==> src/rtl/hib_pkg.sv <==
`timescale 1ns/1ps
package hib_pkg;

    typedef enum logic [3:0] {
        ST_IDLE_ON      = 4'd0,
        ST_ASSERT_PROG  = 4'd1,
        ST_WAIT_LOW     = 4'd2,
        ST_RAILS_OFF    = 4'd3,
        ST_HIBERNATE    = 4'd4,
        ST_RAILS_ON     = 4'd5,
        ST_RELEASE_PROG = 4'd6,
        ST_WAIT_INIT    = 4'd7,
        ST_WAIT_DONE    = 4'd8,
        ST_READY        = 4'd9,
        ST_ERROR        = 4'd10
    } hib_state_e;

    typedef enum logic [2:0] {
        FLT_NONE = 3'd0,
        FLT_LOW  = 3'd1,
        FLT_OFF  = 3'd2,
        FLT_ON   = 3'd3,
        FLT_INIT = 3'd4,
        FLT_DONE = 3'd5
    } hib_fault_e;

endpackage

==> src/rtl/hib_line_filt.sv <==
`timescale 1ns/1ps
// Two-flop synchronizer followed by a stability filter on one device line.
module hib_line_filt #(
    parameter int FILT_CYC = 3
) (
    input  logic clk,
    input  logic rst_n,
    input  logic line_i,
    output logic level_o
);
    localparam int CW = $clog2(FILT_CYC + 1);
    localparam logic [CW-1:0] LAST = CW'(FILT_CYC - 1);

    logic          sync1_q, sync2_q, lvl_q;
    logic [CW-1:0] run_q;

    always_ff @(posedge clk or negedge rst_n) begin
        if (!rst_n) begin
            sync1_q <= 1'b0;
            sync2_q <= 1'b0;
            lvl_q   <= 1'b0;
            run_q   <= '0;
        end else begin
            sync1_q <= line_i;
            sync2_q <= sync1_q;
            if (sync2_q == lvl_q) begin
                run_q <= '0;
            end else if (run_q == LAST) begin
                lvl_q <= sync2_q;
                run_q <= '0;
            end else begin
                run_q <= run_q + 1'b1;
            end
        end
    end

    assign level_o = lvl_q;
endmodule

==> src/rtl/hib_tmo_cnt.sv <==
`timescale 1ns/1ps
// Step timer: cleared on every state change, saturates at the limit.
module hib_tmo_cnt #(
    parameter int TW = 16
) (
    input  logic          clk,
    input  logic          rst_n,
    input  logic          clr_i,
    input  logic [TW-1:0] lim_i,
    output logic          exp_o
);
    logic [TW-1:0] cnt_q;

    always_ff @(posedge clk or negedge rst_n) begin
        if (!rst_n) begin
            cnt_q <= '0;
        end else if (clr_i) begin
            cnt_q <= '0;
        end else if (cnt_q != lim_i) begin
            cnt_q <= cnt_q + 1'b1;
        end
    end

    assign exp_o = (cnt_q == lim_i);
endmodule

==> src/rtl/hib_bank_gate.sv <==
`timescale 1ns/1ps
// Per-bank supply gating: a bank is unpowered only in the off zone and while quiet.
module hib_bank_gate #(
    parameter int NBANK = 4
) (
    input  logic             off_zone_i,
    input  logic [NBANK-1:0] quiet_i,
    output logic [NBANK-1:0] en_o
);
    generate
        for (genvar b = 0; b < NBANK; b++) begin : g_bank
            assign en_o[b] = !(off_zone_i && quiet_i[b]);
        end
    endgenerate
endmodule

==> src/rtl/hib_seq_ctrl.sv <==
`timescale 1ns/1ps
module hib_seq_ctrl
    import hib_pkg::*;
#(
    parameter int NBANK    = 4,
    parameter int TW       = 16,
    parameter int FILT_CYC = 3
) (
    input  logic             clk,
    input  logic             rst_n,
    input  logic             hib_req_i,
    input  logic             wake_req_i,
    input  logic             pg_core_i,
    input  logic             pg_aux_i,
    input  logic [NBANK-1:0] pg_bank_i,
    input  logic [NBANK-1:0] bank_quiet_i,
    input  logic             init_line_i,
    input  logic             done_line_i,
    input  logic [TW-1:0]    tmo_low_i,
    input  logic [TW-1:0]    tmo_off_i,
    input  logic [TW-1:0]    tmo_on_i,
    input  logic [TW-1:0]    tmo_init_i,
    input  logic [TW-1:0]    tmo_done_i,
    output logic             dev_cfg_rst_n_o,
    output logic             pullup_dis_o,
    output logic             en_core_o,
    output logic             en_aux_o,
    output logic [NBANK-1:0] en_bank_o,
    output logic             ready_o,
    output logic             hib_o,
    output logic             error_o,
    output logic [2:0]       fault_o
);
    localparam int NLINE     = 2;
    localparam int LINE_INIT = 0;
    localparam int LINE_DONE = 1;

    // Device line conditioning
    logic [NLINE-1:0] raw_lines, filt_lines;
    logic             init_f, done_f;

    assign raw_lines = {done_line_i, init_line_i};

    generate
        for (genvar g = 0; g < NLINE; g++) begin : g_filt
            hib_line_filt #(.FILT_CYC(FILT_CYC)) u_filt (
                .clk     (clk),
                .rst_n   (rst_n),
                .line_i  (raw_lines[g]),
                .level_o (filt_lines[g])
            );
        end
    endgenerate

    assign init_f = filt_lines[LINE_INIT];
    assign done_f = filt_lines[LINE_DONE];

    // Supply status
    logic rails_good, rails_down;
    assign rails_good = pg_core_i && pg_aux_i && (&pg_bank_i);
    assign rails_down = !pg_core_i && !pg_aux_i;

    // State, fault and wake latch
    hib_state_e state_q, state_d;
    hib_fault_e fault_q, fault_d;
    logic       wake_pend_q, wake_go, in_entry;
    logic       tmo_exp, tmo_clr;
    logic [TW-1:0] tmo_lim;

    assign in_entry = (state_q == ST_ASSERT_PROG) || (state_q == ST_WAIT_LOW) ||
                      (state_q == ST_RAILS_OFF);
    assign wake_go  = wake_req_i || wake_pend_q;
    assign tmo_clr  = (state_d != state_q);

    // Limit for the step currently waiting
    always_comb begin
        unique case (state_q)
            ST_WAIT_LOW:  tmo_lim = tmo_low_i;
            ST_RAILS_OFF: tmo_lim = tmo_off_i;
            ST_RAILS_ON:  tmo_lim = tmo_on_i;
            ST_WAIT_INIT: tmo_lim = tmo_init_i;
            ST_WAIT_DONE: tmo_lim = tmo_done_i;
            default:      tmo_lim = '1;
        endcase
    end

    hib_tmo_cnt #(.TW(TW)) u_tmo (
        .clk   (clk),
        .rst_n (rst_n),
        .clr_i (tmo_clr),
        .lim_i (tmo_lim),
        .exp_o (tmo_exp)
    );

    // Next-state logic
    always_comb begin
        state_d = state_q;
        fault_d = FLT_NONE;
        unique case (state_q)
            ST_IDLE_ON:      state_d = ST_RAILS_ON;
            ST_READY:        if (hib_req_i) state_d = ST_ASSERT_PROG;
            ST_ASSERT_PROG:  state_d = ST_WAIT_LOW;
            ST_WAIT_LOW: begin
                if (!init_f && !done_f) begin
                    state_d = ST_RAILS_OFF;
                end else if (tmo_exp) begin
                    state_d = ST_ERROR;
                    fault_d = FLT_LOW;
                end
            end
            ST_RAILS_OFF: begin
                if (rails_down) begin
                    state_d = ST_HIBERNATE;
                end else if (tmo_exp) begin
                    state_d = ST_ERROR;
                    fault_d = FLT_OFF;
                end
            end
            ST_HIBERNATE:    if (wake_go) state_d = ST_RAILS_ON;
            ST_RAILS_ON: begin
                if (rails_good) begin
                    state_d = ST_RELEASE_PROG;
                end else if (tmo_exp) begin
                    state_d = ST_ERROR;
                    fault_d = FLT_ON;
                end
            end
            ST_RELEASE_PROG: state_d = ST_WAIT_INIT;
            ST_WAIT_INIT: begin
                if (init_f) begin
                    state_d = ST_WAIT_DONE;
                end else if (tmo_exp) begin
                    state_d = ST_ERROR;
                    fault_d = FLT_INIT;
                end
            end
            ST_WAIT_DONE: begin
                if (done_f) begin
                    state_d = ST_READY;
                end else if (tmo_exp) begin
                    state_d = ST_ERROR;
                    fault_d = FLT_DONE;
                end
            end
            ST_ERROR:        state_d = ST_ERROR;
            default:         state_d = ST_ERROR;
        endcase
    end

    // State register
    always_ff @(posedge clk or negedge rst_n) begin
        if (!rst_n) begin
            state_q     <= ST_IDLE_ON;
            fault_q     <= FLT_NONE;
            wake_pend_q <= 1'b0;
        end else begin
            state_q <= state_d;
            if (state_q != ST_ERROR && state_d == ST_ERROR) begin
                fault_q <= fault_d;
            end
            if (state_q == ST_HIBERNATE) begin
                wake_pend_q <= 1'b0;
            end else if (in_entry && wake_req_i) begin
                wake_pend_q <= 1'b1;
            end
        end
    end

    // Outputs
    logic off_zone;

    always_comb begin
        dev_cfg_rst_n_o = 1'b0;
        en_core_o       = 1'b1;
        en_aux_o        = 1'b1;
        off_zone        = 1'b0;
        pullup_dis_o    = 1'b1;
        ready_o         = 1'b0;
        hib_o           = 1'b0;
        error_o         = 1'b0;
        unique case (state_q)
            ST_RAILS_OFF: begin
                en_core_o = 1'b0;
                en_aux_o  = 1'b0;
                off_zone  = 1'b1;
            end
            ST_HIBERNATE: begin
                en_core_o = 1'b0;
                en_aux_o  = 1'b0;
                off_zone  = 1'b1;
                hib_o     = 1'b1;
            end
            ST_RELEASE_PROG, ST_WAIT_INIT, ST_WAIT_DONE: begin
                dev_cfg_rst_n_o = 1'b1;
            end
            ST_READY: begin
                dev_cfg_rst_n_o = 1'b1;
                pullup_dis_o    = 1'b0;
                ready_o         = 1'b1;
            end
            ST_ERROR:  error_o = 1'b1;
            default: ;
        endcase
    end

    hib_bank_gate #(.NBANK(NBANK)) u_bank (
        .off_zone_i (off_zone),
        .quiet_i    (bank_quiet_i),
        .en_o       (en_bank_o)
    );

    assign fault_o = fault_q;
endmodule

==> config.mk <==
export PLATFORM = sky130hd
export DESIGN_NAME = hib_seq_ctrl
export DESIGN_NICKNAME = d
export VERILOG_FILES = /design/src/rtl/hib_pkg.sv /design/src/rtl/hib_line_filt.sv /design/src/rtl/hib_tmo_cnt.sv /design/src/rtl/hib_bank_gate.sv /design/src/rtl/hib_seq_ctrl.sv
export SDC_FILE = /design/constraint.sdc
export NUM_CORES = 1
export LEC_CHECK = 0
export BUFFER_PORTS_ARGS = -buffer_cell sky130_fd_sc_hd__buf_4
export CELL_PAD_IN_SITES_DETAIL_PLACEMENT = 1
export CELL_PAD_IN_SITES_GLOBAL_PLACEMENT = 1
export CORE_UTILIZATION = 36
export CTS_BUF_LIST = sky130_fd_sc_hd__clkbuf_8 sky130_fd_sc_hd__clkbuf_16
export DETAILED_ROUTE_END_ITERATION = 6
export PLACE_DENSITY_LB_ADDON = 0.05
export SLEW_MARGIN = 10
export SYNTH_ARGS = -nofsm -noshare
export SYNTH_HDL_FRONTEND = slang
export SYNTH_SLANG_ARGS = --single-unit
==> constraint.sdc <==
create_clock -name clk -period 3.8 [get_ports clk]
set_input_delay 0.76 -clock clk [delete_from_list [all_inputs] [get_ports clk]]
set_output_delay 0.76 -clock clk [all_outputs]
set_load 0.1 [all_outputs]
==> summary.json <==
{
  "outcome": "finished, final reports clean",
  "family_of_cells_with_the_greatest_summed_delay_on_the_critical_path": "simple AND/OR/NAND/NOR gates",
  "timing.critical_path.cells": "or2_1 > or4_1 > a311oi_1 > xnor2_1 > nor4_1 > nand4_1 > buf_4 > o21ai_0 > a31o_2 > nor2_1",
  "worstMarginPinSlew_ns": 0.668,
  "antenna_found_initial": 0,
  "clock_insertion_delay_worst_skew_ns": 0.29,
  "wire_length_of_the_first_global_routing_pass_um": 17800,
  "min_to": "g_filt[0].u_filt.sync2_q",
  "synth_area_um2": 3100,
  "numCtsBuffers": 5,
  "p_switching_w": 0.000324,
  "cp_slowest_cell": "sky130_fd_sc_hd__dfrtp_2",
  "weighted_congestion_at_the_end_of_routability_driven_global_placement": 0.878,
  "die_x_um": 94.8,
  "cts_max_level": 2,
  "cp-startpoint": "state_q[0]",
  "initial_standard_cell_utilization_of_the_core": 0.376,
  "avgRoutedWirePerCell_um": 19.5,
  "core_region_area_um2": 8260,
  "power.total_w": 0.00103,
  "rr_worst_depth": 10,
  "power.static_leakage_nw": 1.78,
  "layout.core_utilization": 0.495,
  "first_global_vias": 3382,
  "swShare": 0.314,
  "required_ns": 3.96,
  "final.period_utilization": 0.938,
  "worstReg2RegEnd": "u_tmo.cnt_q[14]",
  "area.sequential_um2": 853,
  "rsz0062_at_grt": "no",
  "worst_hold_startpoint": "g_filt[0].u_filt.sync1_q",
  "clkTransAtPathRegs_ns": 0.08,
  "final.setup.worst_slack_ns": 0.236,
  "site_row_count": 33,
  "clock-skew-final_ns": 0.0144,
  "detail_route.drc_violations": 0,
  "multi_input_gate_area_um2": 2060,
  "die_area_um2": 8990,
  "dpl.hpwl_um": 8870,
  "synth-async-reset-ratio": 1.00,
  "dp_slack_ns": 0.191,
  "yosysWarningCount": 0,
  "pin_count_of_the_biggest_net_entering_global_routing": 35,
  "worstSetupStartpointType": "flop",
  "synth_top_cell_by_area": "sky130_fd_sc_hd__dfrtp_1",
  "average_cell_area_after_synthesis_um2": 8.04,
  "cts_num_sinks": 34,
  "max_freq_mhz": 281,
  "io-pin-count": 110,
  "reg2reg_setup_slack_ns": 0.24,
  "postSynthNetCount": 483,
  "grt_util_all_layers": 0.259,
  "die_h_um": 94.8,
  "synth_top_flop_cell": "sky130_fd_sc_hd__dfrtp_1",
  "ant_nets": 0,
  "buffer_ports.inserted": 109,
  "setup_violations": 0,
  "vias": 3426,
  "routed_via_density": 5.86,
  "drt_wl_total_um": 11400,
  "power.sequential.fraction": 0.499,
  "worstHoldPathCells": 0,
  "drtPass1Iterations": 4,
  "grt_overflow_total": 0,
  "hold_viol": 0,
  "cts-root-buf": "sky130_fd_sc_hd__clkbuf_8",
  "final.min_clock_period_ns": 3.56,
  "pwr-share-clk": 0.278,
  "worstReg2RegStart": "state_q[0]",
  "nets": 576,
  "slew_headroom": 0.550,
  "vdd_ir_drop_max_v": 0.000238,
  "intPower_w": 0.000705,
  "tritoncts": "done",
  "ratio_of_cells_with_drive_above_1_in_the_final_layout": 0.310,
  "comb_power_share": 0.223,
  "cp_max_fo": 21,
  "synth.lib_cells_used.distinct": 66,
  "edff_count_synth": 0,
  "critPathCaptureType": "flop",
  "n_antenna_cell": 0,
  "area_delta_synth_final_pct": 31.9,
  "drt_iter0_markers": 174,
  "synth_seq_area_share": 0.274,
  "cellPowerDensity_nw_per_um2": 251,
  "timing.final.max_slew_violations": 0,
  "synthTopCellsByArea": "sky130_fd_sc_hd__dfrtp_1 (27%), sky130_fd_sc_hd__o21ai_0 (5.5%), sky130_fd_sc_hd__xor2_1 (5.4%)",
  "final.setup.tns_ns": 0,
  "fillCellCount": 1031,
  "count_of_state_elements_after_synthesis": 34,
  "syn-instance-count": 386,
  "cpPeakStageDelay_ns": 0.55,
  "timing.critical_path.buf_inv": 1,
  "crit_cells": 10,
  "hp-class": "flop to flop",
  "clk_path_buf_depth": 2,
  "post-synth-top-area-fraction": 0.274,
  "arrival_ns": 3.72,
  "maxCapViolations": 0,
  "worst-setup-path-type": "flop to flop"
}
-- cell type report --
cell class,instances,share of cell area
multi-input combinational,308,0.503
tap,105,0.0321
clock buffer,6,0.0202
timing repair buffer,124,0.228
sequential,34,0.209
inverter,6,0.00550
clock inverter,2,0.00306
-- power groups by stage --
stage	combinational (W)	sequential (W)	clock [W]
final	0.000230	0.000513	0.000286
after global routing	0.000261	0.000523	0.000308
after CTS	0.000233	0.000510	0.000296
after detailed placement	0.000231	0.000517	0
after global placement	0.000227	0.000510	0
after floorplan	0.000162	0.000453	0
-- what timing repair did --
item	4_1_cts	5_1_grt
resized for setup	0	2
buffers inserted	0	0
endpoints found under the setup margin	0	19
hold buffers	0	0
hold endpoints to repair	0	0
-- cell usage in the layout, fill, tap and decap left out, types with 6 or more instances in the layout --
cell,instances
sky130_fd_sc_hd__nor2b_1,11
sky130_fd_sc_hd__and3_1,7
sky130_fd_sc_hd__nand4_1,10
sky130_fd_sc_hd__xor2_1,19
sky130_fd_sc_hd__xnor2_1,8
sky130_fd_sc_hd__clkbuf_8,6
sky130_fd_sc_hd__nand2_1,28
sky130_fd_sc_hd__nor3_1,7
sky130_fd_sc_hd__o21a_1,6
sky130_fd_sc_hd__nor2_1,32
sky130_fd_sc_hd__nand2b_1,9
sky130_fd_sc_hd__nand3_1,10
sky130_fd_sc_hd__a22oi_1,6
sky130_fd_sc_hd__a211oi_1,7
sky130_fd_sc_hd__buf_4,124
sky130_fd_sc_hd__a21oi_1,14
sky130_fd_sc_hd__dfrtp_1,32
sky130_fd_sc_hd__a32oi_1,8
sky130_fd_sc_hd__o21ai_0,34
-- state kept, by name (all words and copies together) (netlist names) --
name,count
wake_pend_q,1
g_filt.u_filt.level_o,2
state_q,4
g_filt.u_filt.run_q,4
fault_o,3
g_filt.u_filt.sync2_q,2
u_tmo.cnt_q,16
g_filt.u_filt.sync1_q,2
-- stage by stage --
step                      hold WS (ns)  area [um^2]  instances
after CTS                        0.356         4090        585
final                            0.350         4090        585
after global routing             0.372         4090        585
after detailed placement         0.338         3990        577
after global placement           0.333         3990        577
after floorplan                  0.331         3110        386
-- cell usage after synthesis (2+ instances only) --
cell,number
sky130_fd_sc_hd__and3_1,7
sky130_fd_sc_hd__nor4_1,4
sky130_fd_sc_hd__a311o_1,5
sky130_fd_sc_hd__nand3b_1,2
sky130_fd_sc_hd__nand4bb_1,2
sky130_fd_sc_hd__dfrtp_1,34
sky130_fd_sc_hd__buf_6,2
sky130_fd_sc_hd__a211oi_1,7
sky130_fd_sc_hd__o211a_1,5
sky130_fd_sc_hd__nand2_1,28
sky130_fd_sc_hd__o21ai_0,34
sky130_fd_sc_hd__nor3b_1,5
sky130_fd_sc_hd__xnor2_1,8
sky130_fd_sc_hd__nand2b_1,9
sky130_fd_sc_hd__and4_1,3
sky130_fd_sc_hd__and4bb_2,2
sky130_fd_sc_hd__a22o_1,5
sky130_fd_sc_hd__buf_1,2
sky130_fd_sc_hd__a221oi_1,2
sky130_fd_sc_hd__or3_1,2
sky130_fd_sc_hd__nand4_1,10
sky130_fd_sc_hd__a2bb2oi_1,5
sky130_fd_sc_hd__o31a_1,3
sky130_fd_sc_hd__o221ai_1,5
sky130_fd_sc_hd__o21a_1,6
sky130_fd_sc_hd__nor2b_1,11
sky130_fd_sc_hd__o22a_1,2
sky130_fd_sc_hd__nand3_1,10
sky130_fd_sc_hd__nor2_1,32
sky130_fd_sc_hd__o32ai_1,2
sky130_fd_sc_hd__xor2_1,19
sky130_fd_sc_hd__a21oi_1,14
sky130_fd_sc_hd__buf_2,11
sky130_fd_sc_hd__a32oi_1,8
sky130_fd_sc_hd__inv_1,5
sky130_fd_sc_hd__nor4b_1,5
sky130_fd_sc_hd__mux2_2,5
sky130_fd_sc_hd__clkbuf_1,22
sky130_fd_sc_hd__a22oi_1,6
sky130_fd_sc_hd__a21boi_0,2
sky130_fd_sc_hd__nor3_1,8
sky130_fd_sc_hd__nand4b_1,3
-- cells by family after synthesis --
kind of cell | after synthesis | share of synthesized area
AO/OA/AOI/OAI | 122 | 0.284
XOR/XNOR | 27 | 0.0762
adder cells (fa/ha/maj) | 1 | 0.00403
buffers and inverters | 44 | 0.0637
flip-flops | 34 | 0.274
multiplexers | 6 | 0.0214
AND/OR/NAND/NOR | 152 | 0.276
-- layer usage --
metal	routed length, um	GRT usage	up-vias	part of all wire
li1	-	-	1633	-
met2	5210	0.400	125	0.46
met3	769	0.0378	8	0.067
met1	5280	0.375	1660	0.46
met4	126	0.0631	0	0.011
met5	0	0	-	0
-- worst max-delay path by stage --
stage / endpoint / slack, ns
after detailed placement: u_tmo.cnt_q[10] / 0.19
after CTS: u_tmo.cnt_q[14] / 0.13
after global placement: fault_o[0] / 0.21
after floorplan: ready_o / 0.45
final: u_tmo.cnt_q[14] / 0.24
after global routing: u_tmo.cnt_q[15] / 0.01
No activity file was read; power rests on OpenSTA's default activity.
